==> src/rtl/mdio_slv_pkg.sv <==
package mdio_slv_pkg;
  typedef enum logic {ST_HUNT, ST_FRAME} mdio_st_e;
  localparam logic [1:0] OP_RD = 2'b10;
  localparam logic [1:0] OP_WR = 2'b01;
endpackage

==> src/rtl/mdio_pre_det.sv <==
// Counts consecutive sampled ones, saturating at the idle threshold.
module mdio_pre_det #(
  parameter int PRE_LEN = 32
) (
  input  logic clk,
  input  logic rst_n,
  input  logic bit_i,
  input  logic clr,
  output logic pre_ok
);
  localparam int CW = $clog2(PRE_LEN + 1);
  localparam logic [CW-1:0] LIMIT = CW'(PRE_LEN);

  logic [CW-1:0] cnt;

  assign pre_ok = (cnt == LIMIT);

  always_ff @(posedge clk) begin
    if (!rst_n)               cnt <= '0;
    else if (clr || !bit_i)   cnt <= '0;
    else if (!pre_ok)         cnt <= cnt + 1'b1;
  end
endmodule

==> src/rtl/mdio_rx_shift.sv <==
// MSB-first serial-in shift register.
module mdio_rx_shift #(
  parameter int W = 16
) (
  input  logic         clk,
  input  logic         rst_n,
  input  logic         en,
  input  logic         bit_i,
  output logic [W-1:0] q
);
  always_ff @(posedge clk) begin
    if (!rst_n)  q <= '0;
    else if (en) q <= {q[W-2:0], bit_i};
  end
endmodule

==> src/rtl/mdio_tx_drv.sv <==
// Turnaround drive and MSB-first read data serializer.
module mdio_tx_drv #(
  parameter int DW = 16
) (
  input  logic          clk,
  input  logic          rst_n,
  input  logic          start,
  input  logic          shift,
  input  logic          stop,
  input  logic [DW-1:0] load_data,
  output logic          mdio_o,
  output logic          mdio_oe
);
  logic [DW-1:0] sh;

  always_ff @(posedge clk) begin
    if (!rst_n) begin
      sh      <= '0;
      mdio_o  <= 1'b0;
      mdio_oe <= 1'b0;
    end else if (stop) begin
      mdio_o  <= 1'b0;
      mdio_oe <= 1'b0;
    end else if (start) begin
      // second turnaround bit: slave drives 0
      sh      <= load_data;
      mdio_o  <= 1'b0;
      mdio_oe <= 1'b1;
    end else if (shift) begin
      mdio_o  <= sh[DW-1];
      sh      <= {sh[DW-2:0], 1'b0};
    end
  end
endmodule

==> src/rtl/mdio_slave.sv <==
module mdio_slave
  import mdio_slv_pkg::*;
#(
  parameter int AW      = 5,
  parameter int DW      = 16,
  parameter int PRE_LEN = 32
) (
  input  logic          mdc,
  input  logic          rst_n,
  input  logic          mdio_i,
  output logic          mdio_o,
  output logic          mdio_oe,
  input  logic [AW-1:0] phy_strap,
  output logic          wr_valid,
  output logic [AW-1:0] wr_addr,
  output logic [DW-1:0] wr_data,
  output logic          rd_req,
  output logic [AW-1:0] rd_addr,
  input  logic [DW-1:0] rd_data
);
  // Bit positions within a frame; position 0 is the first start bit.
  localparam int HW     = 2 + 2 * AW;        // opcode + two addresses
  localparam int P_ST2  = 1;
  localparam int P_OP   = 3;
  localparam int P_HDR  = 1 + HW;            // last register address bit
  localparam int P_TA1  = P_HDR + 1;
  localparam int P_TA2  = P_HDR + 2;
  localparam int P_LAST = P_TA2 + DW;
  localparam int PW     = $clog2(P_LAST + 1);

  localparam logic [PW-1:0] POS_ST2  = PW'(P_ST2);
  localparam logic [PW-1:0] POS_OP   = PW'(P_OP);
  localparam logic [PW-1:0] POS_HDR0 = PW'(2);
  localparam logic [PW-1:0] POS_HDR  = PW'(P_HDR);
  localparam logic [PW-1:0] POS_TA1  = PW'(P_TA1);
  localparam logic [PW-1:0] POS_TA2  = PW'(P_TA2);
  localparam logic [PW-1:0] POS_LAST = PW'(P_LAST);

  mdio_st_e        state;
  logic [PW-1:0]   pos;
  logic            in_frame;
  logic            pre_ok;
  logic [HW-2:0]   hdr_q;
  logic [DW-2:0]   dat_q;
  logic [HW-1:0]   hdr_now;
  logic [1:0]      op_early;
  logic            bad_start, bad_op, abort;
  logic            hdr_end, match;
  logic            rd_go, wr_go;
  logic [AW-1:0]   reg_q;

  assign in_frame  = (state == ST_FRAME);
  assign hdr_now   = {hdr_q, mdio_i};
  assign op_early  = {hdr_q[0], mdio_i};
  assign bad_start = in_frame && (pos == POS_ST2) && !mdio_i;
  assign bad_op    = in_frame && (pos == POS_OP) &&
                     (op_early != OP_RD) && (op_early != OP_WR);
  assign abort     = bad_start || bad_op;
  assign hdr_end   = in_frame && (pos == POS_HDR);
  assign match     = (hdr_now[2*AW-1 -: AW] == phy_strap);

  mdio_pre_det #(.PRE_LEN(PRE_LEN)) u_pre (
    .clk(mdc), .rst_n(rst_n), .bit_i(mdio_i), .clr(in_frame), .pre_ok(pre_ok)
  );

  mdio_rx_shift #(.W(HW-1)) u_hdr (
    .clk(mdc), .rst_n(rst_n),
    .en(in_frame && (pos >= POS_HDR0) && (pos < POS_HDR)),
    .bit_i(mdio_i), .q(hdr_q)
  );

  mdio_rx_shift #(.W(DW-1)) u_dat (
    .clk(mdc), .rst_n(rst_n),
    .en(in_frame && (pos > POS_TA2) && (pos < POS_LAST)),
    .bit_i(mdio_i), .q(dat_q)
  );

  mdio_tx_drv #(.DW(DW)) u_tx (
    .clk(mdc), .rst_n(rst_n),
    .start(in_frame && rd_go && (pos == POS_TA1)),
    .shift(in_frame && rd_go && (pos >= POS_TA2) && (pos < POS_LAST)),
    .stop(in_frame && (pos == POS_LAST)),
    .load_data(rd_data),
    .mdio_o(mdio_o), .mdio_oe(mdio_oe)
  );

  // Frame sequencer
  always_ff @(posedge mdc) begin
    if (!rst_n) begin
      state <= ST_HUNT;
      pos   <= '0;
    end else if (!in_frame) begin
      if (pre_ok && !mdio_i) begin
        state <= ST_FRAME;
        pos   <= PW'(1);
      end
    end else if (abort || (pos == POS_LAST)) begin
      state <= ST_HUNT;
      pos   <= '0;
    end else begin
      pos <= pos + 1'b1;
    end
  end

  // Header decision and register-file strobes
  always_ff @(posedge mdc) begin
    if (!rst_n) begin
      rd_go    <= 1'b0;
      wr_go    <= 1'b0;
      reg_q    <= '0;
      rd_req   <= 1'b0;
      rd_addr  <= '0;
      wr_valid <= 1'b0;
      wr_addr  <= '0;
      wr_data  <= '0;
    end else begin
      rd_req   <= 1'b0;
      wr_valid <= 1'b0;
      if (!in_frame) begin
        rd_go <= 1'b0;
        wr_go <= 1'b0;
      end else if (hdr_end) begin
        reg_q <= hdr_now[AW-1:0];
        rd_go <= match && (hdr_now[HW-1 -: 2] == OP_RD);
        wr_go <= match && (hdr_now[HW-1 -: 2] == OP_WR);
        if (match && (hdr_now[HW-1 -: 2] == OP_RD)) begin
          rd_req  <= 1'b1;
          rd_addr <= hdr_now[AW-1:0];
        end
      end else if ((pos == POS_LAST) && wr_go) begin
        wr_valid <= 1'b1;
        wr_addr  <= reg_q;
        wr_data  <= {dat_q, mdio_i};
      end
    end
  end
endmodule

==> config.mk <==
export PLATFORM = sky130hd
export DESIGN_NAME = mdio_slave
export DESIGN_NICKNAME = d
export VERILOG_FILES = /design/src/rtl/mdio_slv_pkg.sv /design/src/rtl/mdio_pre_det.sv /design/src/rtl/mdio_rx_shift.sv /design/src/rtl/mdio_tx_drv.sv /design/src/rtl/mdio_slave.sv
export SDC_FILE = /design/constraint.sdc
export NUM_CORES = 1
export LEC_CHECK = 0
export BUFFER_PORTS_ARGS = -buffer_cell sky130_fd_sc_hd__buf_2
export CORE_ASPECT_RATIO = 1.2
export CORE_MARGIN = 4
export CORE_UTILIZATION = 42
export CTS_CLUSTER_DIAMETER = 80
export DETAILED_ROUTE_END_ITERATION = 8
export PLACE_DENSITY = 0.62
export SYNTH_ARGS = -nofsm -noshare
export SYNTH_HDL_FRONTEND = slang
export SYNTH_SLANG_ARGS = --single-unit
==> constraint.sdc <==
create_clock -name mdc -period 2.6 [get_ports mdc]
set_input_delay 0.39 -clock mdc [delete_from_list [all_inputs] [get_ports mdc]]
set_output_delay 0.39 -clock mdc [all_outputs]
set_load 0.02 [all_outputs]
---- Yosys cells after proc, flatten, opt, wreduce, memory -nomap -nowiden ----
Index checks and enable logic that the tools add are counted.
storage, ports and cells
  input bits .............................. 24
  flip-flop bits (word level) ............. 91
  logic and storage cells ................. 83
  output and inout port bits .............. 30
operators by class
  bitwise gates (word level) .............. 4
  magnitude comparators ................... 5
  equal/unequal tests ..................... 11
  multiplexer cells ....................... 10
  reductions and logical operators ........ 35
  add/sub/neg operators ................... 2
operators with widths
  operator             number
  $mux 16              2
  $logic_and 1x1->1    19
  $mux 5               3
  $eq 5x4->1 const B   2
  $reduce_and 3->1     3
  $add 6x1->6 const B  1
  $eq 6x6->1 const B   1
  $reduce_and 2->1     3
  $reduce_or 3->1      2
  $add 5x1->5 const B  1
  $eq 5x1->1 const B   1
  $eq 5x2->1 const B   1
  $eq 5x5->1           1
  $eq 5x5->1 const B   1
  $ge 5x2->1 const B   1
  $ge 5x4->1 const B   1
  $gt 5x4->1 const B   1
  $lt 5x4->1 const B   1
  $lt 5x5->1 const B   1
  $mux 1               5
  $not 1->1            4
  $reduce_bool 2->1    2
  $reduce_or 2->1      2
  $logic_or 1x1->1     3
  5 further kinds      5

---- Logic depth before layout (Yosys ltp) ----
  depth in word-level cells ............... 8
  gate-level depth with buffers ........... 9

---- By module ----
Synthesis repeated with hierarchy kept, for this count alone.
second synthesis, totals
  cell total of the unflattened synthesis .. 392
  area, all modules ....................... 3,988.8 um^2
modules (own cells, without submodules)
  module                 instances  cells an instance  area an instance (um^2)
  mdio_slave             1          195                1,870.5
  mdio_tx_drv            1          81                 827.0
  mdio_rx_shift (u_dat)  1          48                 579.3
  mdio_rx_shift (u_hdr)  1          35                 414.1
  mdio_pre_det           1          33                 297.8

---- Least setup slack after synthesis ----
OpenSTA, ideal clock, no wires.
  path type ............................... flip-flop to flip-flop
  from .................................... register pos[1]
  to ...................................... register u_tx.sh[6]
  clock period less this slack ............ 1,890 ps
  cell stages (with the launch flop) ...... 10
  path slack .............................. 710 ps
  arrival ................................. 1,774 ps
  data required time ...................... 2,484 ps
  library setup time ...................... 116 ps
  cell sequence ........................... dfxtp_1 ha_1 and3_2 ha_1 inv_1 a211o_1 a21oi_2 buf_4 nand2_1 o211a_1
on the way
  longest elaborated chain between the ends .. 5
  elaborated cells on any way between the ends .. 12
ends and longest elaborated chain
  what                             RTL line           source
  start: declaration               mdio_slave.sv:40   logic [PW-1:0] pos;
  start signal: assignment         mdio_slave.sv:101  pos <= pos + 1'b1;
  $ge 5x4->1                       mdio_slave.sv:81   .shift(in_frame && rd_go && (pos >= POS_TA2) && (pos < POS_LAST)),
  $logic_and 1x1->1 (2 in series)  mdio_slave.sv:81
  $reduce_bool 2->1 (no line)      -
  $reduce_and 2->1 (no line)       -
  end signal: assignment           mdio_tx_drv.sv:26  sh <= load_data;
  end signal: assignment           mdio_tx_drv.sv:31  sh <= {sh[DW-2:0], 1'b0};
  end: declaration                 mdio_tx_drv.sv:14  logic [DW-1:0] sh;
Several ways; a longest one is shown, not always the timed one.
A chain may end at the register's enable or synchronous reset.

---- Final worst setup path ----
  from .................................... register pos[1]
  to ...................................... register u_tx.sh[15]
The elaborated chain is that of the path after synthesis.

==> impl_metrics.csv <==
group,metric,value,unit
sta,finalSetupViolations,0,
synthesis,synthXorXnorAreaFrac,2.62,%
clock_network,cts_tree,"built",
synthesis,yosys.area.top_type_share,45.4,%
critical_path,crit_slowest_cell,"dfxtp_1",
clock_network,cts_made_buffers,9,
sta,hold_viol,0,
die,dieArea,0.0112,mm2
clock_network,clock_sinks,91,
final_layout,final_net_count,494,
worst_hold_path,hold_start,"rd_data[0]",
final_layout,flow.area_growth_from_synthesis,12.2,%
final_layout,fillers,894,
routing,wl,7.38,mm
placement,dpl.hpwl,5.01,mm
critical_path,critical_path.max_fanout,31,
critical_path,r2r_end,"u_tx.sh[15]",
synthesis,synth_cells,417,
global_routing,track_usage,13.8,%
synthesis,ys_seq_elements,91,
sta,relSlewSlack,61.7,%
critical_path,reg2reg_depth,9,
synthesis,synth_cell_types,49,
global_routing,grt_pass1_wl,12.7,mm
clock_network,clk_pin_slew,90,ps
global_routing,gr-total-overflow,0,
die,ios,54,
run,drv_cap,0,
placement,place_inst,572,
routing,drt_iter0_drc,102,
routing,viasPerCell,4.88,
critical_path,worst_setup_path_end_kind,"register",
synthesis,yosysTopAreaCell,"dfxtp_1",
synthesis,synth_compound_area_share,13.5,%
final_layout,antennaDiodeCount,0,
synthesis,syn_area,0.00401,mm2
synthesis,postSynthAreaPerCell,9.62,um2
sta,tightest_slew,573,ps
die,die_w,97.2,um
clock_network,ctsHoldBuffers,0,
final_layout,postLayoutCoreUtil,49.0,%
final_layout,drive_gt1_share,18.6,%
run_status,status,"finished, final reports clean",
synthesis,yosys.area_share.adder,2.18,%
die,row_count,38,
worst_hold_path,hold_class,"in2reg",
critical_path,startpoint,"pos[1]",
sta,fin_tns_setup,0,ps
synthesis,yosysSeqAreaShare,45.4,%
sta,grt_setup_unrepaired,"false",
power_and_ir_drop,vdd_ir_drop_max,244,uV
global_routing,grt_pass1_vias,2780,
routing,dr.pass1.iters,4,
critical_path,crit_type,"reg2reg",
power_and_ir_drop,leakagePower,1.89,nW
placement,gp_congestion,0.834,
synthesis,yosys_warnings,0,
sta,skew,9.75,ps
synthesis,ys.flop_type,"dfxtp_1",
routing,num_vias,2870,
clock_network,root_buffer,"clkbuf_8",
synthesis,synth_edf_count,0,
critical_path,rr_startpoint,"pos[1]",
routing,wl_per_cell,12.5,um
clock_network,clock_latency,360,ps
synthesis,synth_mux_area_share,11.5,%
synthesis,postSynthNetCount,448,
global_routing,grt_max_degree,47,
synthesis,synth_top_family_by_area,"simple AND/OR/NAND/NOR gates",
critical_path,worstPathArrival,2480,ps
synthesis,netlist_top_cells_area,"dfxtp_1 45%, mux2i_1 11%, nand2_1 8.3%",
die,core_area,0.00918,mm2
die,die_h,115,um
critical_path,endpoint,"u_tx.sh[15]",
critical_path,cpPeakStageDelay,480,ps
final_layout,layout.cells.non_filler,588,
sta,timing.final.crit_share,85.4,%
final_layout,multiInputGateArea,0.00197,mm2
sta,hold_slack,268,ps
sta,clock.fmax,0.450,GHz
clock_network,post_cts_buffers,0,
critical_path,startpoint_type,"register",
sta,slew_viol_final,0,
critical_path,required,2860,ps
synthesis,synth-simple-area-share,19.4,%
critical_path,path_cells,"ha_1 > and3_2 > ha_1 > inv_1 > a211o_1 > a21oi_2 > buf_4 > nand2_1 > o211a_1",
routing,drc,0,
global_routing,grt_antenna_before_repair,0,
placement,numPortBuffers,53,
sta,fin_crit,2220,ps
routing,postRouteAntennaNets,0,
clock_network,clk_path_buf_depth,2,
clock_network,cts-resized-gates,0,
final_layout,regArea,0.00182,mm2
die,initial_core_util,43.7,%
power_and_ir_drop,powerDensity,532,mW/mm2
critical_path,reg2reg_slack,380,ps
clock_network,cts-htree-levels,3,
critical_path,cpMostUsedCell,"ha_1",
synthesis,synthArstFlopShare,0,%
-- synthesized netlist by cell type (2+ instances only) --
master / number
a211o_1: 3
a21boi_0: 17
a21boi_1: 10
a21oi_1: 5
and2_1: 2
and3_1: 3
and4b_1: 2
buf_2: 8
buf_4: 3
buf_6: 5
clkbuf_1: 9
dfxtp_1: 91
ha_1: 7
inv_1: 7
mux2i_1: 46
nand2_1: 89
nand2b_1: 2
nand3_1: 5
nor2_1: 14
nor2b_1: 27
nor3_1: 4
o211a_1: 16
o211ai_1: 2
o21a_1: 2
o21ai_0: 2
o2bb2ai_1: 3
xnor2_1: 6
xor2_1: 6
-- stage by stage --
stage          setup slack [ps]  power [mW]  area (um2)
6_report                    378        2.39        4500
3_5_place_dp                413        1.49        4310
5_1_grt                     250        2.50        4500
2_1_floorplan               710        1.47        4010
4_1_cts                     395        2.43        4500
3_3_place_gp                507        1.49        4310
-- routing by layer --
layer	up-vias	global-route usage (%)	wire, um
li1	1502	-	-
met1	1303	17.4	3680
met2	53	21.9	3190
met3	12	3.58	329
met4	0	7.21	182
met5	-	0	0
-- cell type report --
class | instances | area share (%)
clock buffer | 11 | 3.36
clock inverter | 5 | 0.945
inverter | 7 | 0.584
multi-input combinational | 292 | 43.9
sequential | 91 | 40.5
tap | 120 | 3.34
timing repair buffer | 62 | 7.40
-- logic make-up after synthesis --
logic type | Yosys count
adders and majority gates | 7
DFF | 91
and+or+nand+nor | 160
AOI/OAI and AO/OA | 67
xor gates and xnor gates | 12
muxes | 46
buffers and inverters | 34
-- cells in the final DEF (no fill, tap or decap), types with 6 or more instances in the layout --
| master | n |
|---|---|
| buf_4 | 9 |
| nor2b_1 | 27 |
| nand2_1 | 89 |
| nor2_1 | 14 |
| a21boi_1 | 10 |
| inv_1 | 7 |
| clkbuf_8 | 11 |
| ha_1 | 7 |
| xnor2_1 | 6 |
| buf_2 | 53 |
| mux2i_1 | 46 |
| dfxtp_1 | 91 |
| o211a_1 | 16 |
| xor2_1 | 6 |
| a21boi_0 | 17 |
-- flip-flops by register name, indices dropped and copies added, names as in the netlist, 5 cells and up --
| register | cells |
|---|---|
| u_tx.sh | 16 |
| wr_data | 16 |
| u_dat.q | 15 |
| u_hdr.q | 11 |
| u_pre.cnt | 6 |
| pos | 5 |
| rd_addr | 5 |
| reg_q | 5 |
| wr_addr | 5 |
-- how the worst min path moves through the flow --
stage                 endpoint  cells after the start
global placement    wr_data[7]                      2
CTS                 u_tx.sh[0]                      3
global route        u_tx.sh[0]                      3
detailed placement  wr_data[9]                      2
floorplan           u_tx.sh[0]                      2
finish              u_tx.sh[0]                      3
-- worst max-delay path: cells and delay by family (launching register included) --
family | cells | cell delay [ps]
fa+ha+maj | 2 | 430
compound gates | 3 | 530
simple gates | 2 | 320
flops | 1 | 480
buf+inv | 2 | 360
-- power breakdown --
group	total, mW	switching (mW)	internal (mW)
sequential	1.40	0.00160	1.39
combinational	0.0641	0.0322	0.0319
clock	0.934	0.522	0.412
total	2.39	0.556	1.84
(Power assumes the default switching activity.)
